`src/rtl/bkpt_pkg.sv`:
```
package bkpt_pkg;
  localparam int ADDR_W = 20;
  localparam int DATA_W = 16;
  localparam int NUM_W  = 3;
  localparam int BYTE_W = DATA_W / 2;
  localparam int FC_W   = 3;

  localparam logic [FC_W-1:0] FC_CPU_SPACE = 3'b111;
  localparam logic [3:0]      CPU_TYPE_ACK = 4'b0000;
  localparam logic [NUM_W-1:0] HW_NUM      = '1;

  typedef enum logic [1:0] {
    RES_REPLACE  = 2'd0,
    RES_CONTINUE = 2'd1,
    RES_ILLEGAL  = 2'd2,
    RES_BKPT_EXC = 2'd3
  } res_kind_e;

  typedef enum logic [1:0] {
    SQ_IDLE  = 2'd0,
    SQ_XFER1 = 2'd1,
    SQ_XFER2 = 2'd2
  } seq_state_e;

  // CPU-space acknowledge address: type nibble high, number on 4..2, source flag on 1
  function automatic logic [ADDR_W-1:0] ack_addr(input logic [NUM_W-1:0] num,
                                                 input logic hw);
    logic [ADDR_W-1:0] a;
    a        = '0;
    a[19:16] = CPU_TYPE_ACK;
    a[4:2]   = num;
    a[1]     = hw;
    return a;
  endfunction

  function automatic res_kind_e outcome(input logic hw, input logic err);
    if (hw) return err ? RES_BKPT_EXC : RES_CONTINUE;
    return err ? RES_ILLEGAL : RES_REPLACE;
  endfunction
endpackage

```
`src/rtl/bkpt_req_arb.sv`:
```
module bkpt_req_arb
  import bkpt_pkg::*;
(
  input  logic             clk,
  input  logic             rst_n,
  input  logic             sw_req,
  input  logic [NUM_W-1:0] sw_num,
  input  logic             hw_pin,
  input  logic             flush,
  input  logic             seq_idle,
  output logic             launch_sw,
  output logic             launch_hw,
  output logic [NUM_W-1:0] launch_num,
  output logic             hw_pend
);
  logic hw_pend_q;

  // software instruction request outranks the pending pin request
  assign launch_sw  = seq_idle && sw_req;
  assign launch_hw  = seq_idle && !sw_req && hw_pend_q && !flush;
  assign launch_num = launch_sw ? sw_num : HW_NUM;
  assign hw_pend    = hw_pend_q;

  always_ff @(posedge clk) begin
    if (!rst_n) begin
      hw_pend_q <= 1'b0;
    end else if (flush || launch_hw) begin
      hw_pend_q <= 1'b0;
    end else if (hw_pin) begin
      hw_pend_q <= 1'b1;
    end
  end


  pend_kept_chk: assert property (@(posedge clk) disable iff (!rst_n)
    (launch_sw && hw_pend_q && !flush) |=> hw_pend_q);


  flush_drop_chk: assert property (@(posedge clk) disable iff (!rst_n)
    flush |=> !hw_pend_q);
endmodule

```
`src/rtl/bkpt_bus_seq.sv`:
```
module bkpt_bus_seq
  import bkpt_pkg::*;
(
  input  logic              clk,
  input  logic              rst_n,
  input  logic              launch_sw,
  input  logic              launch_hw,
  input  logic [NUM_W-1:0]  launch_num,
  input  logic              port8,
  input  logic              bus_ack,
  input  logic              bus_err,
  output logic              bus_cyc,
  output logic              bus_rd,
  output logic [FC_W-1:0]   bus_fc,
  output logic [ADDR_W-1:0] bus_addr,
  output logic              seq_idle,
  output logic              cur_hw,
  output logic              term_err,
  output logic              take_word,
  output logic              take_hi,
  output logic              take_lo,
  output logic              finish
);
  seq_state_e       st_q, st_d;
  logic             hw_q;
  logic             p8_q;
  logic [NUM_W-1:0] num_q;
  logic             term_ack;
  logic             two_byte;

  assign bus_cyc  = (st_q != SQ_IDLE);
  assign seq_idle = (st_q == SQ_IDLE);
  assign bus_rd   = bus_cyc;
  assign bus_fc   = bus_cyc ? FC_CPU_SPACE : '0;
  assign bus_addr = bus_cyc ? ack_addr(num_q, hw_q) : '0;
  assign cur_hw   = hw_q;

  // error outranks acknowledge
  assign term_err  = bus_cyc && bus_err;
  assign term_ack  = bus_cyc && bus_ack && !bus_err;
  assign two_byte  = !hw_q && p8_q;
  assign take_word = term_ack && (st_q == SQ_XFER1) && !hw_q && !p8_q;
  assign take_hi   = term_ack && (st_q == SQ_XFER1) && two_byte;
  assign take_lo   = term_ack && (st_q == SQ_XFER2);
  assign finish    = term_err || (term_ack && !take_hi);

  always_comb begin
    st_d = st_q;
    unique case (st_q)
      SQ_IDLE:  if (launch_sw || launch_hw) st_d = SQ_XFER1;
      SQ_XFER1: if (take_hi) st_d = SQ_XFER2;
                else if (finish) st_d = SQ_IDLE;
      SQ_XFER2: if (finish) st_d = SQ_IDLE;
      default:  st_d = SQ_IDLE;
    endcase
  end

  always_ff @(posedge clk) begin
    if (!rst_n) begin
      st_q  <= SQ_IDLE;
      hw_q  <= 1'b0;
      p8_q  <= 1'b0;
      num_q <= '0;
    end else begin
      st_q <= st_d;
      if (seq_idle && (launch_sw || launch_hw)) begin
        hw_q  <= launch_hw;
        p8_q  <= port8;
        num_q <= launch_num;
      end
    end
  end


  sw_addr_chk: assert property (@(posedge clk) disable iff (!rst_n)
    launch_sw |=> (bus_cyc && bus_addr[4:2] == $past(launch_num) && !bus_addr[1]
                   && !bus_addr[0] && bus_addr[19:16] == 4'b0000 && bus_fc == 3'b111));


  hw_addr_chk: assert property (@(posedge clk) disable iff (!rst_n)
    launch_hw |=> (bus_cyc && bus_addr[4:1] == 4'b1111));


  addr_hold_chk: assert property (@(posedge clk) disable iff (!rst_n)
    (bus_cyc && !bus_ack && !bus_err) |=> (bus_cyc && $stable(bus_addr)));


  hw_single_chk: assert property (@(posedge clk) disable iff (!rst_n)
    (bus_cyc && hw_q && bus_ack) |=> !bus_cyc);
endmodule

```
`src/rtl/bkpt_result.sv`:
```
module bkpt_result
  import bkpt_pkg::*;
(
  input  logic              clk,
  input  logic              rst_n,
  input  logic              finish,
  input  logic              cur_hw,
  input  logic              term_err,
  input  logic              take_word,
  input  logic              take_hi,
  input  logic              take_lo,
  input  logic [DATA_W-1:0] bus_data,
  output logic              res_valid,
  output res_kind_e         res_kind,
  output logic [DATA_W-1:0] res_opcode
);
  logic [BYTE_W-1:0] hi_q;
  logic [DATA_W-1:0] op_d;

  always_comb begin
    op_d = '0;
    if (take_word)    op_d = bus_data;
    else if (take_lo) op_d = {hi_q, bus_data[DATA_W-1:BYTE_W]};
  end

  always_ff @(posedge clk) begin
    if (!rst_n) begin
      hi_q       <= '0;
      res_valid  <= 1'b0;
      res_kind   <= RES_REPLACE;
      res_opcode <= '0;
    end else begin
      if (take_hi) hi_q <= bus_data[DATA_W-1:BYTE_W];
      res_valid <= finish;
      if (finish) begin
        res_kind   <= outcome(cur_hw, term_err);
        res_opcode <= term_err ? '0 : op_d;
      end
    end
  end


  one_strobe_chk: assert property (@(posedge clk) disable iff (!rst_n)
    res_valid |=> !res_valid);


  zero_op_chk: assert property (@(posedge clk) disable iff (!rst_n)
    (res_valid && res_kind != RES_REPLACE) |-> res_opcode == '0);


  hw_exc_chk: assert property (@(posedge clk) disable iff (!rst_n)
    (term_err && cur_hw) |=> (res_valid && res_kind == RES_BKPT_EXC));


  sw_exc_chk: assert property (@(posedge clk) disable iff (!rst_n)
    (term_err && !cur_hw) |=> (res_valid && res_kind == RES_ILLEGAL));
endmodule

```
`src/rtl/bkpt_ack_ctrl.sv`:
```
module bkpt_ack_ctrl
  import bkpt_pkg::*;
(
  input  logic                clk,
  input  logic                rst_n,
  input  logic                sw_req,
  input  logic [2:0]          sw_num,
  input  logic                hw_bkpt,
  input  logic                flush,
  input  logic                port8,
  input  logic                bus_ack,
  input  logic                bus_err,
  input  logic [15:0]         bus_data,
  output logic                bus_cyc,
  output logic                bus_rd,
  output logic [2:0]          bus_fc,
  output logic [19:0]         bus_addr,
  output logic                busy,
  output logic                res_valid,
  output logic [1:0]          res_kind,
  output logic [15:0]         res_opcode
);
  logic             launch_sw, launch_hw, hw_pend, seq_idle;
  logic [NUM_W-1:0] launch_num;
  logic             cur_hw, term_err, take_word, take_hi, take_lo, finish;
  res_kind_e        kind_e;

  bkpt_req_arb u_arb (
    .clk(clk), .rst_n(rst_n), .sw_req(sw_req), .sw_num(sw_num),
    .hw_pin(hw_bkpt), .flush(flush), .seq_idle(seq_idle),
    .launch_sw(launch_sw), .launch_hw(launch_hw), .launch_num(launch_num),
    .hw_pend(hw_pend)
  );

  bkpt_bus_seq u_seq (
    .clk(clk), .rst_n(rst_n), .launch_sw(launch_sw), .launch_hw(launch_hw),
    .launch_num(launch_num), .port8(port8), .bus_ack(bus_ack), .bus_err(bus_err),
    .bus_cyc(bus_cyc), .bus_rd(bus_rd), .bus_fc(bus_fc), .bus_addr(bus_addr),
    .seq_idle(seq_idle), .cur_hw(cur_hw), .term_err(term_err),
    .take_word(take_word), .take_hi(take_hi), .take_lo(take_lo), .finish(finish)
  );

  bkpt_result u_res (
    .clk(clk), .rst_n(rst_n), .finish(finish), .cur_hw(cur_hw),
    .term_err(term_err), .take_word(take_word), .take_hi(take_hi),
    .take_lo(take_lo), .bus_data(bus_data), .res_valid(res_valid),
    .res_kind(kind_e), .res_opcode(res_opcode)
  );

  assign busy     = !seq_idle;
  assign res_kind = kind_e;


  pend_serve_chk: assert property (@(posedge clk) disable iff (!rst_n)
    (hw_pend && seq_idle && !sw_req && !flush) |=> (bus_cyc && bus_addr[1]));


  busy_ignore_chk: assert property (@(posedge clk) disable iff (!rst_n)
    (busy && !finish) |=> $stable(bus_addr));
endmodule

```
`config.mk`:
```
export PLATFORM = sky130hd
export DESIGN_NAME = bkpt_ack_ctrl
export DESIGN_NICKNAME = d
export VERILOG_FILES = /design/src/rtl/bkpt_pkg.sv /design/src/rtl/bkpt_req_arb.sv /design/src/rtl/bkpt_bus_seq.sv /design/src/rtl/bkpt_result.sv /design/src/rtl/bkpt_ack_ctrl.sv
export SDC_FILE = /design/constraint.sdc
export NUM_CORES = 1
export LEC_CHECK = 0
export ABC_AREA = 1
export BUFFER_PORTS_ARGS = -buffer_cell sky130_fd_sc_hd__buf_2
export CAP_MARGIN = 15
export CORE_MARGIN = 1
export CORE_UTILIZATION = 30
export CTS_BUF_LIST = sky130_fd_sc_hd__clkbuf_4 sky130_fd_sc_hd__clkbuf_8 sky130_fd_sc_hd__clkbuf_16
export CTS_CLUSTER_SIZE = 8
export DETAILED_ROUTE_END_ITERATION = 16
export GPL_TIMING_DRIVEN = 0
export MAX_ROUTING_LAYER = met4
export PLACE_DENSITY = 0.52
export SYNTH_ARGS = -nofsm -noshare
export SYNTH_HDL_FRONTEND = slang
export SYNTH_SLANG_ARGS = --single-unit
```
`constraint.sdc`:
```
create_clock -name clk -period 2.92 [get_ports clk]
set_clock_uncertainty 0.1 [all_clocks]
set_input_delay 0.73 -clock clk [delete_from_list [all_inputs] [get_ports clk]]
set_output_delay 0.73 -clock clk [all_outputs]
set_load 0.05 [all_outputs]
```
=== After elaboration in Yosys (flattened, before gate mapping) ===
Index checks and enable logic that the tools add are counted.

* Register bits: 35
* Input bits: 27
* Output and inout bits: 45

* Equality and inequality tests: 3
* Muxes and demuxes: 17
* Bitwise logic cells: 1
* Reduce and logical (&&, ||, !) cells: 28

{| class="wikitable"
|+ Operators with widths
! cell !! count
|-
| $mux W16 || 3
|-
| $logic_and A1 B1 Y1 || 15
|-
| $mux W2 || 7
|-
| $logic_not A1 Y1 || 7
|-
| $mux W3 || 2
|-
| $pmux W2 S3 || 1
|-
| $mux W5 || 1
|-
| $logic_or A1 B1 Y1 || 3
|-
| $mux W1 || 3
|-
| $eq A2 B1 Y1 const B || 1
|-
| $eq A2 B2 Y1 const B || 1
|-
| $logic_not A2 Y1 || 1
|-
| $ne A2 B1 Y1 const B || 1
|-
| $reduce_bool A2 Y1 || 1
|-
| $reduce_or A2 Y1 || 1
|-
| $not A1 Y1 || 1
|}

=== Logic depth before layout (Yosys ltp) ===
* Depth in word-level cells: 11
* Depth in mapped cells: 9

=== By module ===
A second synthesis with hierarchy kept.

* Cell total of the unflattened synthesis: 277
* Area, all modules: 1920.6 µm²

{| class="wikitable"
|+ By module, submodules not included
! module !! times used !! cells each !! area each (µm²) !! sequential area each (µm²)
|-
| bkpt_result || 1 || 176 || 1286.2 || 540.5
|-
| bkpt_bus_seq || 1 || 84 || 543.0 || 140.1
|-
| bkpt_req_arb || 1 || 16 || 87.6 || 20.0
|-
| bkpt_ack_ctrl || 1 || 1 || 3.8 || 0.0
|}

=== Least setup slack after synthesis ===
Ideal clock, no wire load.

* Path kind: register to output
* Start: reg u_seq.hw_q (netlist: u_seq.cur_hw)
* End: out bus_addr[1]
* Arrival: 1188 ps
* Slack: 902 ps
* Cell stages (with the launch flop): 3
* Path buffers: 0
* Path through: dfxtp_1 inv_1 nor2_1

* Word-level cells in the longest chain between the ends: 1

{| class="wikitable"
|+ RTL lines
! what !! RTL line !! RTL
|-
| start: declaration || bkpt_bus_seq.sv:25 || <nowiki>logic hw_q;</nowiki>
|-
| start signal: assignment || bkpt_bus_seq.sv:67 || <nowiki>hw_q <= launch_hw;</nowiki>
|-
| $mux W5 || bkpt_bus_seq.sv:35 || <nowiki>assign bus_addr = bus_cyc ? ack_addr(num_q, hw_q) : '0;</nowiki>
|-
| end: declaration || bkpt_ack_ctrl.sv:17 || <nowiki>output logic [19:0] bus_addr,</nowiki>
|}

No other way between the ends.

=== Worst setup path in the final report ===
* Start: reg u_seq.st_q[1]
* End: out bus_fc[0]

* Word-level cells in the longest chain between the ends: 2

{| class="wikitable"
|+ RTL lines
! what !! RTL line !! RTL
|-
| start: declaration || bkpt_bus_seq.sv:24 || <nowiki>seq_state_e st_q, st_d;</nowiki>
|-
| start signal: assignment || bkpt_bus_seq.sv:65 || <nowiki>st_q <= st_d;</nowiki>
|-
| $reduce_bool A2 Y1 || bkpt_bus_seq.sv:31 || <nowiki>assign bus_cyc = (st_q != SQ_IDLE);</nowiki>
|-
| $mux W3 || bkpt_bus_seq.sv:34 || <nowiki>assign bus_fc = bus_cyc ? FC_CPU_SPACE : '0;</nowiki>
|-
| end: declaration || bkpt_ack_ctrl.sv:16 || <nowiki>output logic [2:0] bus_fc,</nowiki>
|}

No other way between the ends.

==> flow_summary_export.csv <==
group,metric,value,unit
run_status,status,"completed",
timing,report.final.slew_viol_count,0,
worst_setup_path,reg2reg_slack,1.31,ns
layout,final_cell_mix,"nand2_1 (71), buf_2 (63), dfxtp_1 (35)",
clock_tree,insertion_delay,0.29,ns
detailed_routing,dr.first_iter.drc_count,61,
detailed_routing,drt-vias-per-instance,4.441,
min_path,min_path_type,"reg2reg",
detailed_routing,drc,0,
die,die_w,82.82,microns
place,io_buffers,55,
worst_setup_path,crit_path_end_kind,"output port",
worst_setup_path,critPathSlowestCell,"dfxtp_1",
worst_setup_path,startpoint_type,"flip-flop",
detailed_routing,routed_wl,4.994,mm
layout,final_area,2491,sq um
timing,fin_setup_tns,0,ns
detailed_routing,wire_per_inst,11.59,microns
power,pwr-share-clk,31.2,%
logic_synthesis,synth.area.mux_share,0,%
die,core,6314,sq um
power,ir_drop,203.1,uV
logic_synthesis,yosys_register_bits,35,
clock_tree,cts_root_buffer,"clkbuf_8",
logic_synthesis,synthCells,276,
power,leakage,1.280,nW
power,switching_share,35.93,%
die,fp.dieArea,6858,sq um
logic_synthesis,synth-seq-area-share,35.76,%
clock_tree,cts_buffer_depth,2,
power,p_int,826.5,uW
die,start_util,31.03,%
die,io_pins,72,
min_path,min-delay-start,"u_res.hi_q[7]",
logic_synthesis,syn_area,1959,sq um
logic_synthesis,synth_fa_ha_area_share,0,%
timing,rsz0062_at_grt,"false",
layout,areaGrowthSynthToFinish,27.14,%
power,p_per_area,517.8,nW/um^2
clock_tree,cts_made_buffers,5,
logic_synthesis,synth_compound_area_share,10.22,%
detailed_routing,vias,1914,
layout,final_common_cell,"nand2_1",
detailed_routing,first_pass_iters,4,
worst_setup_path,path_class,"reg2out",
logic_synthesis,synth_cell_types,27,
power,seqPwrFrac,39.7,%
clock_tree,cts_tree,"done",
die,die_y,82.82,microns
die,placementRows,29,
worst_setup_path,cp_cell_sequence,"nor2_4 -> inv_2 -> buf_4 -> buf_2",
layout,diodes,0,
global_routing,antenna_found_initial,0,
timing,tightest_slew,0.6637,ns
clock_tree,ctsHtreeMaxLevel,2,
timing,finalHoldViolations,0,
clock_tree,cts_setup_buffers,0,
clock_tree,post_cts_resized,0,
timing,slew-limit-headroom,55.76,%
clock_tree,cts.clk_slew.worst_paths,0.07,ns
timing,fmax,455.4,MHz
worst_setup_path,r2r-start,"u_seq.st_q[1]",
global_routing,overflow,0,
timing,fin_crit_sh,75.20,%
run,maxCapViolCount,0,
logic_synthesis,synthSimpleGateAreaFrac,35.12,%
worst_setup_path,crit_required,2.09,ns
place,place.gp.congestion,0.7809,
global_routing,grt_pass1_vias,1796,
worst_setup_path,startpoint,"u_seq.st_q[1]",
global_routing,grt_usage,15.84,%
layout,layout-drive-gt1-share,33.33,%
logic_synthesis,synth_area_per_cell,7.099,sq um
clock_tree,clkSinkCount,35,
logic_synthesis,synth_top_family_by_area,"simple AND/OR/NAND/NOR gates",
global_routing,grt_pass1_wl,8.500,mm
worst_setup_path,arrival,1.37,ns
timing,min_period,2.196,ns
detailed_routing,ant_nets,0,
layout,nets,380,
clock_tree,ctsHoldBuffers,0,
worst_setup_path,cp_max_fo,9,
power,p_sw,463.4,uW
place,place_area,2387,sq um
worst_setup_path,max_stage_delay,0.35,ns
timing,finalSetupViolations,0,
place,hpwl,3.673,mm
logic_synthesis,ys_warn_count,0,
power,combPwrFrac,29.1,%
logic_synthesis,synthXorXnorAreaFrac,0,%
global_routing,grt_max_degree,11,
[stage by stage]
step / utilization [%] / total power [mW] / cells / worst slack (ns) / hold WS (ns)
global placement: 37.81 / 0.8974 / 423 / 0.8587 / 0.3481
detailed placement: 37.81 / 0.8993 / 423 / 0.8508 / 0.3541
global route: 39.46 / 1.355 / 431 / 0.6159 / 0.3892
floorplan: - / 0.8161 / 291 / 0.9020 / 0.3410
CTS: 39.46 / 1.300 / 431 / 0.6884 / 0.3656
finish: 39.46 / 1.290 / 431 / 0.7240 / 0.3640
[cell families (layout without fill, tap and decap cells)]
kind of cell | after synthesis | after routing
buffers and inverters | 70 | 133
flip-flops | 35 | 35
AND/OR/NAND/NOR | 139 | 139
AO/OA/AOI/OAI | 31 | 31
other | 1 | 16
[path summary, 6_finish.rpt]
kind,to,cells past startpoint
setup / recovery,bus_fc[0],4
hold / removal,u_res.hi_q[7],2
setup reg to reg,u_res.res_opcode[7],6
hold reg to reg,u_res.hi_q[7],2
[layout make-up]
type / count / area [sq um]
Buffer: 35 / 235.2
Clock buffer: 8 / 103.9
Fill cell: 702 / 3822
Inverter: 35 / 131.4
Multi-Input combinational cell: 186 / 948.4
Sequential cell: 35 / 700.7
Tap cell: 77 / 96.34
Timing Repair Buffer: 55 / 275.3
[routing by layer]
metal	GRT usage, %	vias to the layer above	routed length, microns
li1	-	1008	-
met1	20.92	838	2463
met2	24.81	63	2237
met3	3.380	5	247
met4	3.762	0	44
met5	-	-	0
[sequential cells by signal (all words and copies together), names as in the netlist]
signal            cells
u_seq.st_q            2
u_arb.hw_pend         1
u_seq.p8_q            1
u_res.res_valid       1
u_seq.cur_hw          1
u_res.hi_q            8
u_res.res_opcode     16
u_seq.num_q           3
u_res.res_kind        2
[critical path, delay by kind of cell, from the launching register on]
family / cells / cell delay (ns)
buffers and inverters: 3 / 0.49
flip-flops: 1 / 0.35
AND/OR/NAND/NOR: 1 / 0.23
[synth_stat cells, drive strengths merged]
cell | instances | area [sq um]
nand2 | 73 | 284.0
dfxtp | 35 | 700.7
inv | 34 | 127.6
buf | 31 | 220.2
a21oi | 28 | 177.7
nand4 | 25 | 156.4
nand3 | 21 | 122.6
nor2 | 14 | 83.83
clkbuf | 4 | 15.01
or2 | 3 | 18.77
nand3b | 2 | 15.01
o21ai | 2 | 13.76
a311oi | 1 | 8.760
clkinv | 1 | 3.750
conb | 1 | 3.750
nor3b | 1 | 7.510
[power groups by stage]
| stage | combinational (mW) | clock, mW | sequential (mW) |
|---|---|---|---|
| finish | 0.375 | 0.403 | 0.512 |
| global route | 0.405 | 0.435 | 0.515 |
| CTS | 0.376 | 0.411 | 0.513 |
| detailed placement | 0.376 | 0 | 0.524 |
| global placement | 0.374 | 0 | 0.524 |
| floorplan | 0.246 | 0 | 0.570 |
Power figures use the tool's default switching activity.
